--- config.mk ---
export PLATFORM = sky130hd
export DESIGN_NAME = sdram_cmd_front
export DESIGN_NICKNAME = d
export VERILOG_FILES = /design/src/rtl/sdc_pkg.sv /design/src/rtl/sdc_decode.sv /design/src/rtl/sdc_bank_table.sv /design/src/rtl/sdc_mode_reg.sv /design/src/rtl/sdram_cmd_front.sv
export SDC_FILE = /design/constraint.sdc
export NUM_CORES = 1
export LEC_CHECK = 0
export BUFFER_PORTS_ARGS = -buffer_cell sky130_fd_sc_hd__buf_4
export CAP_MARGIN = 20
export CORE_MARGIN = 5
export CORE_UTILIZATION = 55
export CTS_CLUSTER_DIAMETER = 30
export DETAILED_ROUTE_END_ITERATION = 10
export GPL_ROUTABILITY_DRIVEN = 0
export GPL_TIMING_DRIVEN = 0
export PLACE_DENSITY = 0.79
export SETUP_SLACK_MARGIN = 0.02
export SLEW_MARGIN = 15
export SYNTH_ARGS = -nofsm -noshare
export SYNTH_HDL_FRONTEND = slang
export SYNTH_SLANG_ARGS = --single-unit
--- constraint.sdc ---
create_clock -name clk -period 2.7 [get_ports clk]
set_input_delay 0.135 -clock clk [delete_from_list [all_inputs] [get_ports clk]]
set_output_delay 0.135 -clock clk [all_outputs]
set_load 0.02 [all_outputs]
--- src/rtl/sdc_pkg.sv ---
package sdc_pkg;

   typedef enum logic [2:0] {
      CMD_DESEL,
      CMD_NOP,
      CMD_MRS,
      CMD_ACT,
      CMD_RD,
      CMD_WR,
      CMD_PRE,
      CMD_OTHER
   } sdc_cmd_e;

   localparam int BL_LSB  = 0;
   localparam int BT_BIT  = 3;
   localparam int CL_LSB  = 4;
   localparam int WBS_BIT = 9;

endpackage

--- src/rtl/sdc_decode.sv ---
module sdc_decode
   import sdc_pkg::*;
(
   input  logic      cs_n,
   input  logic      ras_n,
   input  logic      cas_n,
   input  logic      we_n,
   output sdc_cmd_e  cmd
);
   always_comb begin
      if (cs_n) begin
         cmd = CMD_DESEL;
      end else begin
         unique case ({ras_n, cas_n, we_n})
            3'b000:  cmd = CMD_MRS;
            3'b010:  cmd = CMD_PRE;
            3'b011:  cmd = CMD_ACT;
            3'b100:  cmd = CMD_WR;
            3'b101:  cmd = CMD_RD;
            3'b111:  cmd = CMD_NOP;
            default: cmd = CMD_OTHER;
         endcase
      end
   end
endmodule

--- src/rtl/sdc_bank_table.sv ---
module sdc_bank_table #(
   parameter int BANKS = 4,
   parameter int BA_W  = 2,
   parameter int ROW_W = 12
) (
   input  logic              clk,
   input  logic              rst_n,
   input  logic              open_en,
   input  logic              close_en,
   input  logic              close_all,
   input  logic [BA_W-1:0]   bank_sel,
   input  logic [ROW_W-1:0]  row_in,
   output logic [BANKS-1:0]  open_vec,
   output logic [ROW_W-1:0]  sel_row
);
   logic [ROW_W-1:0] row_arr [BANKS];

   generate
      for (genvar b = 0; b < BANKS; b++) begin : g_bank
         logic             open_q;
         logic [ROW_W-1:0] row_q;
         logic             hit;

         assign hit = (bank_sel == BA_W'(b));

         always_ff @(posedge clk or negedge rst_n) begin
            if (!rst_n) begin
               open_q <= 1'b0;
               row_q  <= '0;
            end else if (open_en && hit) begin
               open_q <= 1'b1;
               row_q  <= row_in;
            end else if (close_en && (close_all || hit)) begin
               open_q <= 1'b0;
            end
         end

         assign open_vec[b] = open_q;
         assign row_arr[b]  = row_q;
      end
   endgenerate

   assign sel_row = row_arr[bank_sel];
endmodule

--- src/rtl/sdc_mode_reg.sv ---
module sdc_mode_reg
   import sdc_pkg::*;
#(
   parameter int MODE_W = 14
) (
   input  logic              clk,
   input  logic              rst_n,
   input  logic              wr_en,
   input  logic [MODE_W-1:0] din,
   output logic [MODE_W-1:0] raw,
   output logic [2:0]        burst_len,
   output logic              burst_type,
   output logic [2:0]        cas_lat,
   output logic              wr_single
);
   always_ff @(posedge clk or negedge rst_n) begin
      if (!rst_n)     raw <= '0;
      else if (wr_en) raw <= din;
   end

   assign burst_len  = raw[BL_LSB +: 3];
   assign burst_type = raw[BT_BIT];
   assign cas_lat    = raw[CL_LSB +: 3];
   assign wr_single  = raw[WBS_BIT];
endmodule

--- src/rtl/sdram_cmd_front.sv ---
module sdram_cmd_front
   import sdc_pkg::*;
#(
   parameter int BA_W   = 2,
   parameter int ADDR_W = 12,
   parameter int ROW_W  = 12,
   parameter int COL_W  = 9,
   parameter int AP_BIT = 10,
   localparam int BANKS  = 1 << BA_W,
   localparam int MODE_W = ADDR_W + BA_W
) (
   input  logic              clk,
   input  logic              rst_n,
   input  logic              cke,
   input  logic              cs_n,
   input  logic              ras_n,
   input  logic              cas_n,
   input  logic              we_n,
   input  logic [BA_W-1:0]   ba,
   input  logic [ADDR_W-1:0] addr,
   output logic              act_o,
   output logic              rd_o,
   output logic              wr_o,
   output logic              pre_o,
   output logic              mrs_o,
   output logic              err_o,
   output logic [BA_W-1:0]   bank_o,
   output logic [ROW_W-1:0]  row_o,
   output logic [COL_W-1:0]  col_o,
   output logic [BANKS-1:0]  bank_open_o,
   output logic [2:0]        burst_len_o,
   output logic              burst_type_o,
   output logic [2:0]        cas_lat_o,
   output logic              wr_single_o,
   output logic [MODE_W-1:0] mode_raw_o,
   output logic              pwr_down_o,
   output logic              suspend_o
);
   initial begin
      assert (ROW_W <= ADDR_W) else $error("ROW_W exceeds ADDR_W");
      assert (COL_W <= ADDR_W) else $error("COL_W exceeds ADDR_W");
      assert (AP_BIT < ADDR_W && AP_BIT >= COL_W) else $error("AP_BIT out of range");
      assert (ADDR_W > WBS_BIT) else $error("ADDR_W too small for mode fields");
   end

   sdc_cmd_e         cmd;
   logic [BANKS-1:0] open_vec;
   logic [ROW_W-1:0] sel_row;
   logic             all_idle, tgt_open;
   logic             act_ok, act_bad, rd_ok, wr_ok, rdwr_bad;
   logic             mrs_ok, mrs_bad, pre_go;

   sdc_decode u_dec (
      .cs_n (cs_n), .ras_n (ras_n), .cas_n (cas_n), .we_n (we_n), .cmd (cmd)
   );

   assign all_idle = (open_vec == '0);
   assign tgt_open = open_vec[ba];

   always_comb begin
      act_ok   = cke && cmd == CMD_ACT && !tgt_open;
      act_bad  = cke && cmd == CMD_ACT &&  tgt_open;
      rd_ok    = cke && cmd == CMD_RD  &&  tgt_open;
      wr_ok    = cke && cmd == CMD_WR  &&  tgt_open;
      rdwr_bad = cke && (cmd == CMD_RD || cmd == CMD_WR) && !tgt_open;
      mrs_ok   = cke && cmd == CMD_MRS &&  all_idle;
      mrs_bad  = cke && cmd == CMD_MRS && !all_idle;
      pre_go   = cke && cmd == CMD_PRE;
   end

   sdc_bank_table #(.BANKS(BANKS), .BA_W(BA_W), .ROW_W(ROW_W)) u_banks (
      .clk       (clk),
      .rst_n     (rst_n),
      .open_en   (act_ok),
      .close_en  (pre_go),
      .close_all (addr[AP_BIT]),
      .bank_sel  (ba),
      .row_in    (addr[ROW_W-1:0]),
      .open_vec  (open_vec),
      .sel_row   (sel_row)
   );

   sdc_mode_reg #(.MODE_W(MODE_W)) u_mode (
      .clk        (clk),
      .rst_n      (rst_n),
      .wr_en      (mrs_ok),
      .din        ({ba, addr}),
      .raw        (mode_raw_o),
      .burst_len  (burst_len_o),
      .burst_type (burst_type_o),
      .cas_lat    (cas_lat_o),
      .wr_single  (wr_single_o)
   );

   always_ff @(posedge clk or negedge rst_n) begin
      if (!rst_n) begin
         act_o      <= 1'b0;
         rd_o       <= 1'b0;
         wr_o       <= 1'b0;
         pre_o      <= 1'b0;
         mrs_o      <= 1'b0;
         err_o      <= 1'b0;
         bank_o     <= '0;
         row_o      <= '0;
         col_o      <= '0;
         pwr_down_o <= 1'b0;
         suspend_o  <= 1'b0;
      end else begin
         act_o      <= act_ok;
         rd_o       <= rd_ok;
         wr_o       <= wr_ok;
         pre_o      <= pre_go;
         mrs_o      <= mrs_ok;
         err_o      <= act_bad || rdwr_bad || mrs_bad;
         pwr_down_o <= !cke &&  all_idle;
         suspend_o  <= !cke && !all_idle;
         if (act_ok) begin
            bank_o <= ba;
            row_o  <= addr[ROW_W-1:0];
         end else if (rd_ok || wr_ok) begin
            bank_o <= ba;
            row_o  <= sel_row;
            col_o  <= addr[COL_W-1:0];
         end else if (pre_go) begin
            bank_o <= ba;
         end
      end
   end

   assign bank_open_o = open_vec;
endmodule

# --- Word-level counts from Yosys, hierarchy flattened ---
# Index checks and enable logic that the tools add are counted.
totals:
  register_bits: 97
  out_inout_bits: 57
op_classes:
  order_cmp: 2
  eq_ne: 13
  muxes: 20
  n_bitwise: 2
  reduce_logical: 44
op_table:
  columns: ["op", "count"]
  rows:
  - ["$mux W12", 4]
  - ["$bmux W12 S2", 1]
  - ["$logic_and A1 B1 Y1", 23]
  - ["$eq A3 B3 Y1 const B", 6]
  - ["$pmux W3 S6", 1]
  - ["$eq A3 B2 Y1 const B", 4]
  - ["$reduce_bool A2 Y1", 5]
  - ["$mux W1", 9]
  - ["$logic_or A1 B1 Y1", 8]
  - ["$mux W2", 3]
  - ["$eq A2 B2 Y1 const B", 2]
  - ["$logic_not A4 Y1", 1]
  - ["$ge A3 B3 Y1 const B", 1]
  - ["$logic_not A1 Y1", 3]
  - ["$logic_not A3 Y1", 1]
  - ["$lt A2 B3 Y1 const B", 1]
  - ["$mux W3", 1]
  - ["$not A2 Y3", 1]
  - ["$reduce_bool A3 Y1", 1]
  - ["$bmux W1 S2", 1]
  - ["$eq A2 B1 Y1 const B", 1]
  - ["$logic_not A2 Y1", 1]
  - ["$reduce_and A2 Y1", 1]
  - ["$not A1 Y1", 1]

# --- Depth between registers and ports, before layout ---
logic_depth:
  word_depth: 9
  mapped_depth: 6

# --- Modules after synthesis ---
# From an unflattened synthesis, not the netlist that was laid out.
hier_totals:
  cells_unflattened: 302
  area_unflattened_um2: 4311.6
by_module_without_submodules:
  columns: ["mod", "instances", "cells_each", "area_per_inst_um2"]
  rows:
  - ["sdc_bank_table", 1, 140, 2361.0]
  - ["sdram_cmd_front", 1, 118, 1325.0]
  - ["sdc_mode_reg", 1, 37, 579.3]
  - ["sdc_decode", 1, 7, 46.3]

# --- Worst setup path after synthesis ---
# Ideal clock, no wire load.
synth_path:
  kind: "reg2reg"
  start: "register u_banks.g_bank[3].open_q"
  end: "register u_banks.g_bank[0].row_q[2]"
  arrival_ns: 2.160
  slack_ns: 0.416
  path_stages_with_launch: 7
  cell_sequence: "dfrtp_1 -> mux4_2 -> or4_1 -> buf_4 -> nor3_4 -> buf_6 -> mux2_2"
synth_via:
  elab_chain_len: 5
synth_rtl:
  columns: ["element", "line", "source"]
  rows:
  - ["start, declared", "sdc_bank_table.sv:20", "logic open_q;"]
  - ["start signal, assigned", "sdc_bank_table.sv:28", "open_q <= 1'b0;"]
  - ["start signal, assigned", "sdc_bank_table.sv:31", "open_q <= 1'b1;"]
  - ["start signal, assigned", "sdc_bank_table.sv:34", "open_q <= 1'b0;"]
  - ["$bmux W1 S2", "sdram_cmd_front.sv:58", "assign tgt_open = open_vec[ba];"]
  - ["$mux W1 (implied by the code)", "sdram_cmd_front.sv:58", null]
  - ["$logic_not A1 Y1", "sdram_cmd_front.sv:61", "act_ok = cke && cmd == CMD_ACT && !tgt_open;"]
  - ["$logic_and A1 B1 Y1", "sdram_cmd_front.sv:61", null]
  - ["$logic_and A1 B1 Y1", "sdc_bank_table.sv:30", "end else if (open_en && hit) begin"]
  - ["end signal, assigned", "sdc_bank_table.sv:32", "row_q <= row_in;"]
  - ["end, declared", "sdc_bank_table.sv:21", "logic [ROW_W-1:0] row_q;"]
# No other way between the ends. The select of a mux whose other input is x is not followed.
# A chain may end at the register's enable or synchronous reset.

# --- Worst setup path in the final report ---
layout_path:
  start: "register u_banks.g_bank[2].open_q"
  end: "register u_banks.g_bank[1].row_q[5]"
layout_via:
  elab_chain_len: 5
layout_rtl:
  columns: ["element", "line"]
  rows:
  - ["start, declared", "sdc_bank_table.sv:20"]
  - ["start signal, assigned", "sdc_bank_table.sv:28"]
  - ["start signal, assigned", "sdc_bank_table.sv:31"]
  - ["start signal, assigned", "sdc_bank_table.sv:34"]
  - ["$bmux W1 S2", "sdram_cmd_front.sv:58"]
  - ["$mux W1 (implied by the code)", "sdram_cmd_front.sv:58"]
  - ["$logic_not A1 Y1", "sdram_cmd_front.sv:61"]
  - ["$logic_and A1 B1 Y1", "sdram_cmd_front.sv:61"]
  - ["$logic_and A1 B1 Y1", "sdc_bank_table.sv:30"]
  - ["end signal, assigned", "sdc_bank_table.sv:32"]
  - ["end, declared", "sdc_bank_table.sv:21"]
# No other way between the ends. The select of a mux whose other input is x is not followed.

==> results.md <==
- Outcome: complete, no violations
- Max stage delay cell, worst path: mux4_2
- Leading cell types in the layout, fill and taps excluded: dfrtp_1 (97), buf_4 (91), mux2_2 (73)
- CTS Buf Count: 9
- PD cells: 814 mW/mm²
- Critical-path cell list: mux4_2, or4_1, buf_4, nor3_4, buf_6, mux2_2
- Layout Nets: 401
- Layout cells sized above 1: 0.519
- Reg2reg start: u_banks.g_bank[2].open_q
- HP Start: addr[9]
- Worst Tran Pin Value: 800 ps
- Startpoint class of the critical path: register
- Worst EP required: 2950 ps
- Final Critical Period: 2540 ps
- Slew headroom: 0.466
- Top post-synthesis cells by area: dfrtp_1 (58%), mux2_2 (20%), mux4_2 (7.0%)
- Worst-case vdd ir drop: 567 µV
- DRT iter0 DRCs: 80
- Critical path class: reg2reg
- Post-route DRC: 0
- CTS tree: built
- Syn avg cell area: 14.4 µm²
- Diode count: 0
- Clk_lat worst skew: 360 ps
- Vias in the first global route: 2881
- RR Endpoint: u_banks.g_bank[1].row_q[5]
- Post-synth EDFFs: 0
- Total GRT Usage: 0.205
- Die area: 0.00942 mm²
- Clock-pin slew of the registers on the worst-case setup and hold paths: 90 ps
- Critical Path Stages: 6
- CTS sink count: 97
- Setup bufs post-CTS: 0
- WHS: 48.6 ps
- Final Hold Fails: 0
- Mapped cell area: 0.00417 mm²
- CP Data Arrival Time: 2790 ps
- Layout area overhead: 22.9%
- Hold Crit Class: in2reg
- Final clock skew: 11.2 ps
- Worst path bufs/invs: 2
- Largest net degree at the start of global routing: 50
- Finished Cell Area: 0.00512 mm²
- Net Sw Frac: 0.305
- Hold path endpoint: u_banks.g_bank[1].row_q[9]
- Worst Reg-to-Reg Cells: 6
- RSZ-0062 raised after global routing: false
- DP Area: 0.00489 mm²
- Initial antenna violation count: 0
- Setup-failing EPs final: 0
- Core Footprint: 0.00733 mm²
- Starting Density: 0.569
- Die Ht: 97.1 µm
- Flop pwr share: 0.459
- Slowest stage delay, CP: 530 ps
- Post-DR wirelength/cell: 18.8 µm
- Via density: 5.58
- Net Switching: 1.27 mW
- Hold depth: 2
- Post-layout power: 4.17 mW
- Post-synthesis sequential area ratio: 0.582
- Vias: 2703
- First-pass GRT wire length: 15200 µm
- Clock Path Buffers: 2
- Max Fanout on Critical Path: 10
- Final ANT Viol Nets: 0
- PortBufs: 76
- Clock group share of total power: 0.244
- Largest area contributor in the netlist: dfrtp_1
- Synth top area share: 0.582
- Synth cell types: 29
- CP Capture Type: register
- Leak Pwr: 2.54 nW
- Syn nets: 311
- Post-Syn Instances: 290
- Max Cap Violations: 0
- FF+latch count, synth: 97
- Crit path from: u_banks.g_bank[2].open_q
- PostCTS Resize Cnt: 0
- FILL cells: 502
- Row cnt: 31
- Die Width: 97.1 µm
- Fmax: 393 MHz
- Ys Warns: 0
- Clock Tree Root: clkbuf_8
- H-tree lvl count: 3
- Max-slew violation count: 0
- Worst reg2reg setup slack: 160 ps
- Io pins: 78
- Setup WS post-layout: 158 ps
- Commonest non-fill, non-tap cell in the layout: dfrtp_1
- Final TNS setup: 0 ps
- Hpwl dp: 6180 µm
- CP delay by family, top: multiplexers
- Final worst path period share: 0.941
- Pre-CTS setup slack: 183 ps
- Drt pass-1 iters: 4
- Asr flop ratio synth: 1.00
- Int Pwr: 2.90 mW
- Hold_buf cts: 2
- Commonest register cell after synthesis: dfrtp_1
- Routed WL: 9110 µm
- Grt ovf: 0
- Combinational Power Share: 0.297
worst reg2reg max path: stages (launching register included):
cell     delay, ps
dfrtp_1        460
mux4_2         530
or4_1          420
buf_4          210
nor3_4         240
buf_6          220
mux2_2         350
stage by stage:
stage / cells / utilization
final: 484 / 0.699
after CTS: 484 / 0.699
after detailed placement: 466 / 0.667
after global routing: 484 / 0.699
after global placement: 465 / 0.663
after floorplan: 290 / -
flip-flops by register name, summed over array words and instances, names as in the netlist:
register / cells
act_o: 1
u_banks.g_bank.open_q: 4
wr_o: 1
pre_o: 1
col_o: 9
rd_o: 1
mrs_o: 1
row_o: 12
u_mode.raw: 14
pwr_down_o: 1
bank_o: 2
u_banks.g_bank.row_q: 48
err_o: 1
suspend_o: 1
area by class of cell:
type | instances | area, µm² | share of cell area
Buffer | 27 | 175 | 0.0342
Clock buffer | 11 | 131 | 0.0256
Clock inverter | 5 | 80.1 | 0.0156
Inverter | 15 | 56.3 | 0.0110
Multi-Input combinational cell | 151 | 1510 | 0.295
Sequential cell | 97 | 2430 | 0.474
Tap cell | 99 | 124 | 0.0242
Timing Repair Buffer | 79 | 618 | 0.121
layer usage:
metal	wire length, µm	part of all wire	global-route usage	up-vias
met1	3800	0.42	0.270	1381
met2	4610	0.51	0.333	90
li1	-	-	-	1217
met4	208	0.023	0.0864	0
met3	490	0.054	0.0380	15
met5	0	0	0	-
power by group through the flow:
stage          logic, mW  registers (mW)  clock network, mW
2_1_floorplan      0.493            2.14                  0
3_3_place_gp        1.22            1.92                  0
3_5_place_dp        1.25            1.94                  0
4_1_cts             1.26            1.92               1.03
5_1_grt             1.34            1.95               1.09
6_report            1.24            1.91               1.02
worst max-delay path by stage:
stage                                            end  slack, ps
after global placement    u_banks.g_bank[1].row_q[7]        210
final                     u_banks.g_bank[1].row_q[5]        160
after CTS                 u_banks.g_bank[1].row_q[5]        160
after detailed placement  u_banks.g_bank[1].row_q[8]        180
after floorplan           u_banks.g_bank[0].row_q[2]        420
after global routing      u_banks.g_bank[3].row_q[5]         90
synth_stat cells, types with 3 or more instances:
library cell and instances:
mux2_2 73, a21oi_1 14, nor2_1 8, mux4_2 13, clkbuf_1 6, or4_1 3
dfrtp_1 97, inv_1 15, buf_4 15, o21ai_0 5, nand2_1 4, o22ai_1 12
a21o_1 3
cell families after synthesis:
family                 share of synthesized area
DFF                                        0.582
muxes                                      0.267
buffers and inverters                     0.0555
AOI/OAI and AO/OA                         0.0498
and+or+nand+nor                           0.0450
Power figures use the tool's default switching activity.
